<file path="config.mk">
export PLATFORM = sky130hd
export DESIGN_NAME = errrec_status
export DESIGN_NICKNAME = d
export VERILOG_FILES = /design/src/rtl/errrec_pkg.sv /design/src/rtl/errrec_merge.sv /design/src/rtl/errrec_clear.sv /design/src/rtl/errrec_status.sv
export SDC_FILE = /design/constraint.sdc
export NUM_CORES = 1
export LEC_CHECK = 0
export ABC_AREA = 1
export BUFFER_PORTS_ARGS = -buffer_cell sky130_fd_sc_hd__buf_2
export CAP_MARGIN = 20
export CORE_MARGIN = 10
export CORE_UTILIZATION = 33
export CTS_CLUSTER_DIAMETER = 60
export DETAILED_ROUTE_END_ITERATION = 7
export GPL_TIMING_DRIVEN = 1
export PLACE_DENSITY = 0.76
export SLEW_MARGIN = 20
export SYNTH_ARGS = -nofsm -noshare
export SYNTH_HDL_FRONTEND = slang
export SYNTH_SLANG_ARGS = --single-unit
export TNS_END_PERCENT = 50
</file>
<file path="constraint.sdc">
create_clock -name clk -period 1.5 [get_ports clk]
set_clock_uncertainty 0.1 [all_clocks]
set_input_delay 0.225 -clock clk [delete_from_list [all_inputs] [get_ports clk]]
set_output_delay 0.225 -clock clk [all_outputs]
set_load 0.03 [all_outputs]
</file>
<file path="src/rtl/errrec_pkg.sv">
package errrec_pkg;
  localparam int CODE_W = 8;
  localparam int REG_W  = 64;

  localparam int P_AV  = 31;
  localparam int P_V   = 30;
  localparam int P_UE  = 29;
  localparam int P_ER  = 28;
  localparam int P_OF  = 27;
  localparam int P_MV  = 26;
  localparam int P_CE  = 24;
  localparam int P_DE  = 23;
  localparam int P_PN  = 22;
  localparam int P_UET = 20;
  localparam int P_CI  = 19;

  typedef enum logic [1:0] {
    CLS_NONE   = 2'b00,
    CLS_CORR   = 2'b01,
    CLS_DEFER  = 2'b10,
    CLS_UNCORR = 2'b11
  } err_cls_e;

  typedef struct packed {
    logic              addr_ok;
    logic              valid;
    logic              uncorr;
    logic              reported;
    logic              ovf;
    logic              misc_ok;
    logic [1:0]        corr;
    logic              defer;
    logic              poison;
    logic [1:0]        utype;
    logic              crit;
    logic [CODE_W-1:0] sec_code;
    logic [CODE_W-1:0] pri_code;
  } rec_t;

  typedef struct packed {
    err_cls_e          cls;
    logic [1:0]        ckind;
    logic [1:0]        utype;
    logic              poison;
    logic              reported;
    logic              crit;
    logic              addr_ok;
    logic              misc_ok;
    logic [CODE_W-1:0] sec;
    logic [CODE_W-1:0] pri;
  } evt_t;

  // clear request bits taken from a software write
  typedef struct packed {
    logic       addr_ok;
    logic       valid;
    logic       uncorr;
    logic       reported;
    logic       ovf;
    logic       misc_ok;
    logic [1:0] corr;
    logic       defer;
    logic       poison;
    logic [1:0] utype;
    logic       crit;
  } clr_t;

  function automatic logic [1:0] rank_of(rec_t r);
    if (r.uncorr)            return 2'd3;
    else if (r.defer)        return 2'd2;
    else if (r.corr != 2'b0) return 2'd1;
    return 2'd0;
  endfunction

  function automatic logic [REG_W-1:0] pack_rec(rec_t r);
    return {32'h0, r.addr_ok, r.valid, r.uncorr, r.reported, r.ovf, r.misc_ok,
            r.corr, r.defer, r.poison, r.utype, r.crit, 3'b000,
            r.sec_code, r.pri_code};
  endfunction
endpackage

</file>
<file path="src/rtl/errrec_merge.sv">
module errrec_merge
  import errrec_pkg::*;
#(
  parameter int MAX_PRI   = 21,
  parameter int OTHER_PRI = 1
) (
  input  rec_t cur,
  input  evt_t ev,
  output rec_t nxt,
  output logic overwrite
);
  localparam logic [CODE_W-1:0] MAX_C   = MAX_PRI[CODE_W-1:0];
  localparam logic [CODE_W-1:0] OTHER_C = OTHER_PRI[CODE_W-1:0];

  logic [1:0]        old_rank;
  logic [1:0]        new_rank;
  logic [1:0]        kind_n;
  logic [CODE_W-1:0] pri_n;

  assign old_rank  = rank_of(cur);
  assign new_rank  = ev.cls;
  assign overwrite = (new_rank >= old_rank);
  assign kind_n    = (ev.ckind == 2'b00) ? 2'b10 : ev.ckind;
  assign pri_n     = (ev.pri > MAX_C) ? OTHER_C : ev.pri;

  always_comb begin
    nxt       = cur;
    nxt.valid = 1'b1;
    if (cur.valid) nxt.ovf = 1'b1;
    case (ev.cls)
      CLS_UNCORR: nxt.uncorr = 1'b1;
      CLS_DEFER:  nxt.defer  = 1'b1;
      CLS_CORR:   nxt.corr   = kind_n;
      default:    ;
    endcase
    if (overwrite) begin
      nxt.pri_code = pri_n;
      nxt.sec_code = ev.sec;
      nxt.poison   = (ev.cls != CLS_CORR) && ev.poison;
      nxt.utype    = (ev.cls == CLS_UNCORR) ? ev.utype : 2'b00;
      nxt.reported = ev.reported;
      nxt.crit     = ev.crit;
      nxt.addr_ok  = ev.addr_ok;
      nxt.misc_ok  = ev.misc_ok;
    end
  end
endmodule

</file>
<file path="src/rtl/errrec_clear.sv">
module errrec_clear
  import errrec_pkg::*;
#(
  parameter int N_GATE = 5
) (
  input  rec_t cur,
  input  clr_t req,
  output logic accept,
  output rec_t nxt
);
  logic [N_GATE-1:0] gate_nz;
  logic [N_GATE-1:0] gate_hit;
  logic [N_GATE-1:0] gate_ok;

  assign gate_nz  = {cur.valid, cur.uncorr, cur.ovf, cur.corr != 2'b00, cur.defer};
  assign gate_hit = {req.valid, req.uncorr, req.ovf, &req.corr, req.defer};

  for (genvar g = 0; g < N_GATE; g++) begin : g_gate
    assign gate_ok[g] = !gate_nz[g] || gate_hit[g];
  end

  assign accept = &gate_ok;

  always_comb begin
    nxt          = cur;
    nxt.addr_ok  = cur.addr_ok  & ~req.addr_ok;
    nxt.valid    = cur.valid    & ~req.valid;
    nxt.uncorr   = cur.uncorr   & ~req.uncorr;
    nxt.reported = cur.reported & ~req.reported;
    nxt.ovf      = cur.ovf      & ~req.ovf;
    nxt.misc_ok  = cur.misc_ok  & ~req.misc_ok;
    nxt.defer    = cur.defer    & ~req.defer;
    nxt.poison   = cur.poison   & ~req.poison;
    nxt.crit     = cur.crit     & ~req.crit;
    nxt.corr     = (&req.corr)  ? 2'b00 : cur.corr;
    nxt.utype    = (&req.utype) ? 2'b00 : cur.utype;
  end
endmodule

</file>
<file path="src/rtl/errrec_status.sv">
module errrec_status
  import errrec_pkg::*;
#(
  parameter int MAX_PRI   = 21,
  parameter int OTHER_PRI = 1
) (
  input  logic              clk,
  input  logic              rst_n,
  input  logic              rcv_rst,
  input  logic              ev_valid,
  output logic              ev_ready,
  input  logic [1:0]        ev_class,
  input  logic [1:0]        ev_ckind,
  input  logic [1:0]        ev_utype,
  input  logic              ev_poison,
  input  logic              ev_reported,
  input  logic              ev_crit,
  input  logic              ev_addr_ok,
  input  logic              ev_misc_ok,
  input  logic [CODE_W-1:0] ev_pri,
  input  logic [CODE_W-1:0] ev_sec,
  input  logic              reg_wr,
  input  logic [REG_W-1:0]  reg_wdata,
  output logic [REG_W-1:0]  reg_rdata
);
  localparam logic [CODE_W-1:0] MAX_C = MAX_PRI[CODE_W-1:0];

  rec_t rec_q;
  rec_t ev_next;
  rec_t wr_next;
  evt_t ev_in;
  clr_t clr_in;
  logic ev_fire;
  logic ev_over;
  logic wr_accept;
  logic wr_take;
  logic wdata_unused;

  assign ev_ready = !rcv_rst;
  assign ev_fire  = ev_valid && ev_ready && (ev_class != CLS_NONE);

  assign ev_in = '{cls: err_cls_e'(ev_class), ckind: ev_ckind, utype: ev_utype,
                   poison: ev_poison, reported: ev_reported, crit: ev_crit,
                   addr_ok: ev_addr_ok, misc_ok: ev_misc_ok, sec: ev_sec, pri: ev_pri};

  assign clr_in = '{addr_ok: reg_wdata[P_AV], valid: reg_wdata[P_V],
                    uncorr: reg_wdata[P_UE], reported: reg_wdata[P_ER],
                    ovf: reg_wdata[P_OF], misc_ok: reg_wdata[P_MV],
                    corr: reg_wdata[P_CE+1:P_CE], defer: reg_wdata[P_DE],
                    poison: reg_wdata[P_PN], utype: reg_wdata[P_UET+1:P_UET],
                    crit: reg_wdata[P_CI]};
  assign wdata_unused = ^{reg_wdata[REG_W-1:32], reg_wdata[18:0]};

  errrec_merge #(.MAX_PRI(MAX_PRI), .OTHER_PRI(OTHER_PRI)) u_merge (
    .cur(rec_q), .ev(ev_in), .nxt(ev_next), .overwrite(ev_over)
  );

  errrec_clear #(.N_GATE(5)) u_clear (
    .cur(rec_q), .req(clr_in), .accept(wr_accept), .nxt(wr_next)
  );

  assign wr_take = reg_wr && !rcv_rst && !ev_fire && wr_accept;

  always_ff @(posedge clk or negedge rst_n) begin
    if (!rst_n)       rec_q <= '0;
    else if (ev_fire) rec_q <= ev_next;
    else if (wr_take) rec_q <= wr_next;
  end

  assign reg_rdata = pack_rec(rec_q);

  a_r2_event_sets_valid: assert property (@(posedge clk) disable iff (!rst_n)
    ev_fire |=> rec_q.valid);
  a_r3_repeat_sets_ovf: assert property (@(posedge clk) disable iff (!rst_n)
    (ev_fire && rec_q.valid) |=> rec_q.ovf);
  a_r4_low_rank_keeps_code: assert property (@(posedge clk) disable iff (!rst_n)
    (ev_fire && !ev_over) |=> ($stable(rec_q.pri_code) && $stable(rec_q.sec_code)));
  a_r7_code_in_range: assert property (@(posedge clk) disable iff (!rst_n)
    rec_q.pri_code <= MAX_C);
  a_r9_gated_write_dropped: assert property (@(posedge clk) disable iff (!rst_n)
    (reg_wr && !ev_fire && !rcv_rst && !wr_accept) |=> $stable(reg_rdata));
  a_r10_event_beats_write: assert property (@(posedge clk) disable iff (!rst_n)
    (reg_wr && ev_fire) |=> rec_q.valid);
  a_r11_recovery_freeze: assert property (@(posedge clk) disable iff (!rst_n)
    rcv_rst |=> $stable(rec_q));
endmodule

</file>
==> summary.txt <==
Outcome
  • Status: finished, violations left
  • Failing checks: setup timing

Critical path
  • CP required: between 1500 and 2000 ps
  • Critical path class: register to register
  • CP Capture Type: register
  • CP max stage cell: dfrtp_2
  • Max incr delay on CP: just over 400 ps
  • Crit-path max FO: 10
  • Crit path arrival time: between 1500 and 2000 ps
  • Worst path buffer plus inverter count: 1
  • Cell family with most CP delay: simple AND/OR/NAND/NOR gates
  • CP startpoint kind: register
  • Cells along the critical path: nor2_2, o21bai_1, ha_1, o21ai_2, nand2_2, nand2_4, buf_4, nand3_1, nand2_1

Synth
  • Synth Instances: 222
  • Mapped Avg Cell Area: 7.73 sq um
  • Post-Synth Adder-Cell Area: ~1.5%
  • Top cells by area, synth: dfrtp_1, nand2_1, buf_4
  • Synth Area in XOR/XNOR: 0%
  • Yosys warning count: 0
  • Register area share after synthesis: 42.3%
  • Yosys top cell area share: between 40% and 50%
  • FF+latch count, synth: 29
  • Distinct cells, synth: 22
  • Synthesized area: 0.00172 sq mm
  • Largest family of logic cells by synthesized area: simple AND/OR/NAND/NOR gates
  • Simple-gate area share of the yosys netlist: between 20 and 30%
  • Post-synthesis mux area share: 0%
  • Post-synth top area cell: dfrtp_1
  • Fraction of the mapped netlist area in compound gates: 4.96%

Die
  • IO Count: about 160
  • Die ar.: roughly 0.0085 sq mm
  • Die Wd: 92.1 um
  • Core area: about 0.0051 sq mm
  • Initial Util: approximately 34%
  • Die H: 92.1 um
  • # rows: 26

Timing
  • RSZ-0062 raised after global routing: true
  • Finish-stage setup viols: 23
  • Final Cycle Share: 114%
  • Fmax: a little under 600 MHz
  • Final Hold Vio Count: 0
  • Worst slew pin tran: ~690 ps
  • Slew Limit Headroom: a little over half
  • Setup TNS: -3740 ps
  • Min Tclk post-route: approximately 1700 ps
  • Slew Limit Fails: 0
  • Worst setup margin: -210 ps

Pwr
  • Power density over the cells: between 1000 and 1500 mW/mm^2
  • VDD IR max: ~0.83 mV
  • Leakage Power: ~1.4 nW

Detailed routing
  • Vias: 1555
  • Drc violations: 0
  • Initial DRC count: 54
  • Vias per cell: 4.07
  • Drt pass-1 iters: 4
  • Antenna viol nets, final: 0
  • Total wire length: about 4800 um
  • Routed wire per std cell: approximately 12 um

Worst hold path
  • HP Class: primary input to register

CTS
  • Clk slew on worst S/H paths: ~70 ps
  • H-tree levels: 2
  • CTS max path bufs: 2
  • Post-CTS setup repair buffer count: 0
  • CTS Buf Count: 5
  • CTS tree: done
  • Clock sinks: 29
  • CTS root buf: clkbuf_8
  • Skew-Pair Late Insertion Delay: about 270 ps

Layout
  • Final nets: just over 400
  • Commonest cells after routing, fill and taps aside: nand2_1, buf_2, conb_1
  • Non-filler cells, final: around 380
  • Share of layout cells above drive strength 1: around 37%
  • P&R area growth vs syn: 31.6%
  • Storage element area: 729 sq um
  • Flip-flop count of the largest register after layout: 29
  • ANT cells: 0
  • Area taken by multi-input logic gates: about 780 sq um
  • Final Util: between 40% and 50%
  • Filler cell count: 540

Global routing
  • Antenna violations before repair: 0
  • GR Overflow Total: 0
  • Gr usage total: between 10 and 15%
  • Vias in the first global route: around 1700
  • Largest net degree at the start of global routing: 30
  • First-pass GRT wire length: roughly 7900 um

Placed design
  • Final Wtd Congestion: between 0.7 and 0.8
  • PortBufs: 74
  • Placed cell count: 373
  • DP HPWL: between 3000 and 4000 um

Flow run
  • Max-cap violations: 0
## cells by family after synthesis
group | after synthesis
fa+ha+maj | 2
flops | 29
compound gates | 12
buf+inv | 61
simple gates | 117
other cells | 1
## area by class of cell
class	count	share of cell area (%)
clock buffers	7	4.26
clock inverters	1	0.221
inverters	22	3.88
multi-input cells	166	34.5
flip-flops and latches	29	32.3
well taps	70	3.88
repair buffers	87	21.0
## cell usage after synthesis, drive strengths merged
cell    count
nand3      14
dfrtp      29
o31ai       1
buf        39
o21a        1
a21oi       2
nand2      81
nand3b      5
inv        22
o21ai       6
nor3        1
conb        1
o21bai      2
nor2       16
ha          2
## metal layers
metal / track usage, % / up-vias / routed length, um
li1: - / 786 / -
met5: 0 / - / 0
met2: 19.1 / 70 / 2300
met3: 7.58 / 2 / 635
met1: 11.3 / 697 / 1820
met4: 1.54 / 0 / 4
## worst paths after layout
check	start	endpoint	slack [ps]	cells after the start
hold reg to reg	reg_rdata[21]$_DFFE_PN0P_	reg_rdata[21]$_DFFE_PN0P_	380	2
max in group asynchronous	rst_n	reg_rdata[29]$_DFFE_PN0P_	380	2
setup reg to reg	reg_rdata[24]$_DFFE_PN0P_	reg_rdata[28]$_DFFE_PN0P_	-210	9
min in group asynchronous	rst_n	reg_rdata[2]$_DFFE_PN0P_	430	2
hold / removal	ev_sec[7]	reg_rdata[15]$_DFFE_PN0P_	30	3
setup / recovery	reg_rdata[24]$_DFFE_PN0P_	reg_rdata[28]$_DFFE_PN0P_	-210	9
## stage by stage
| stage | hold WS, ps | setup WS, ps | total power, mW | instance area (sq um) |
|---|---|---|---|---|
| 6_report | 32.5 | -210 | 3.25 | 2260 |
| 3_3_place_gp | 190 | -287 | 2.48 | 2100 |
| 4_1_cts | 31.4 | -237 | 3.25 | 2220 |
| 3_5_place_dp | 204 | -313 | 2.51 | 2100 |
| 5_1_grt | 44.1 | -345 | 3.50 | 2260 |
| 2_1_floorplan | -171 | -211 | 2.12 | 1850 |
## timing repair
action / 4_1_cts / 5_1_grt
hold endpoints to repair: 29 / 0
gates resized for setup: 2 / 13
hold buffers: 1 / 0
setup endpoints to repair: 23 / 28
pin swaps: 0 / 3
## tightest hold or removal path: stages
cell and delay [ps]:
buf_2 70, nand2_1 40, nand2_1 40
## where the power goes
group / switching [mW] / leakage (nW) / total (mW) / internal [mW]
Clock: 0.304 / 0.0542 / 0.718 / 0.414
Combinational: 0.980 / 0.952 / 1.40 / 0.423
Sequential: 0.131 / 0.370 / 1.13 / 0.998
Total: 1.42 / 1.38 / 3.25 / 1.84
(Power assumes the default switching activity.)
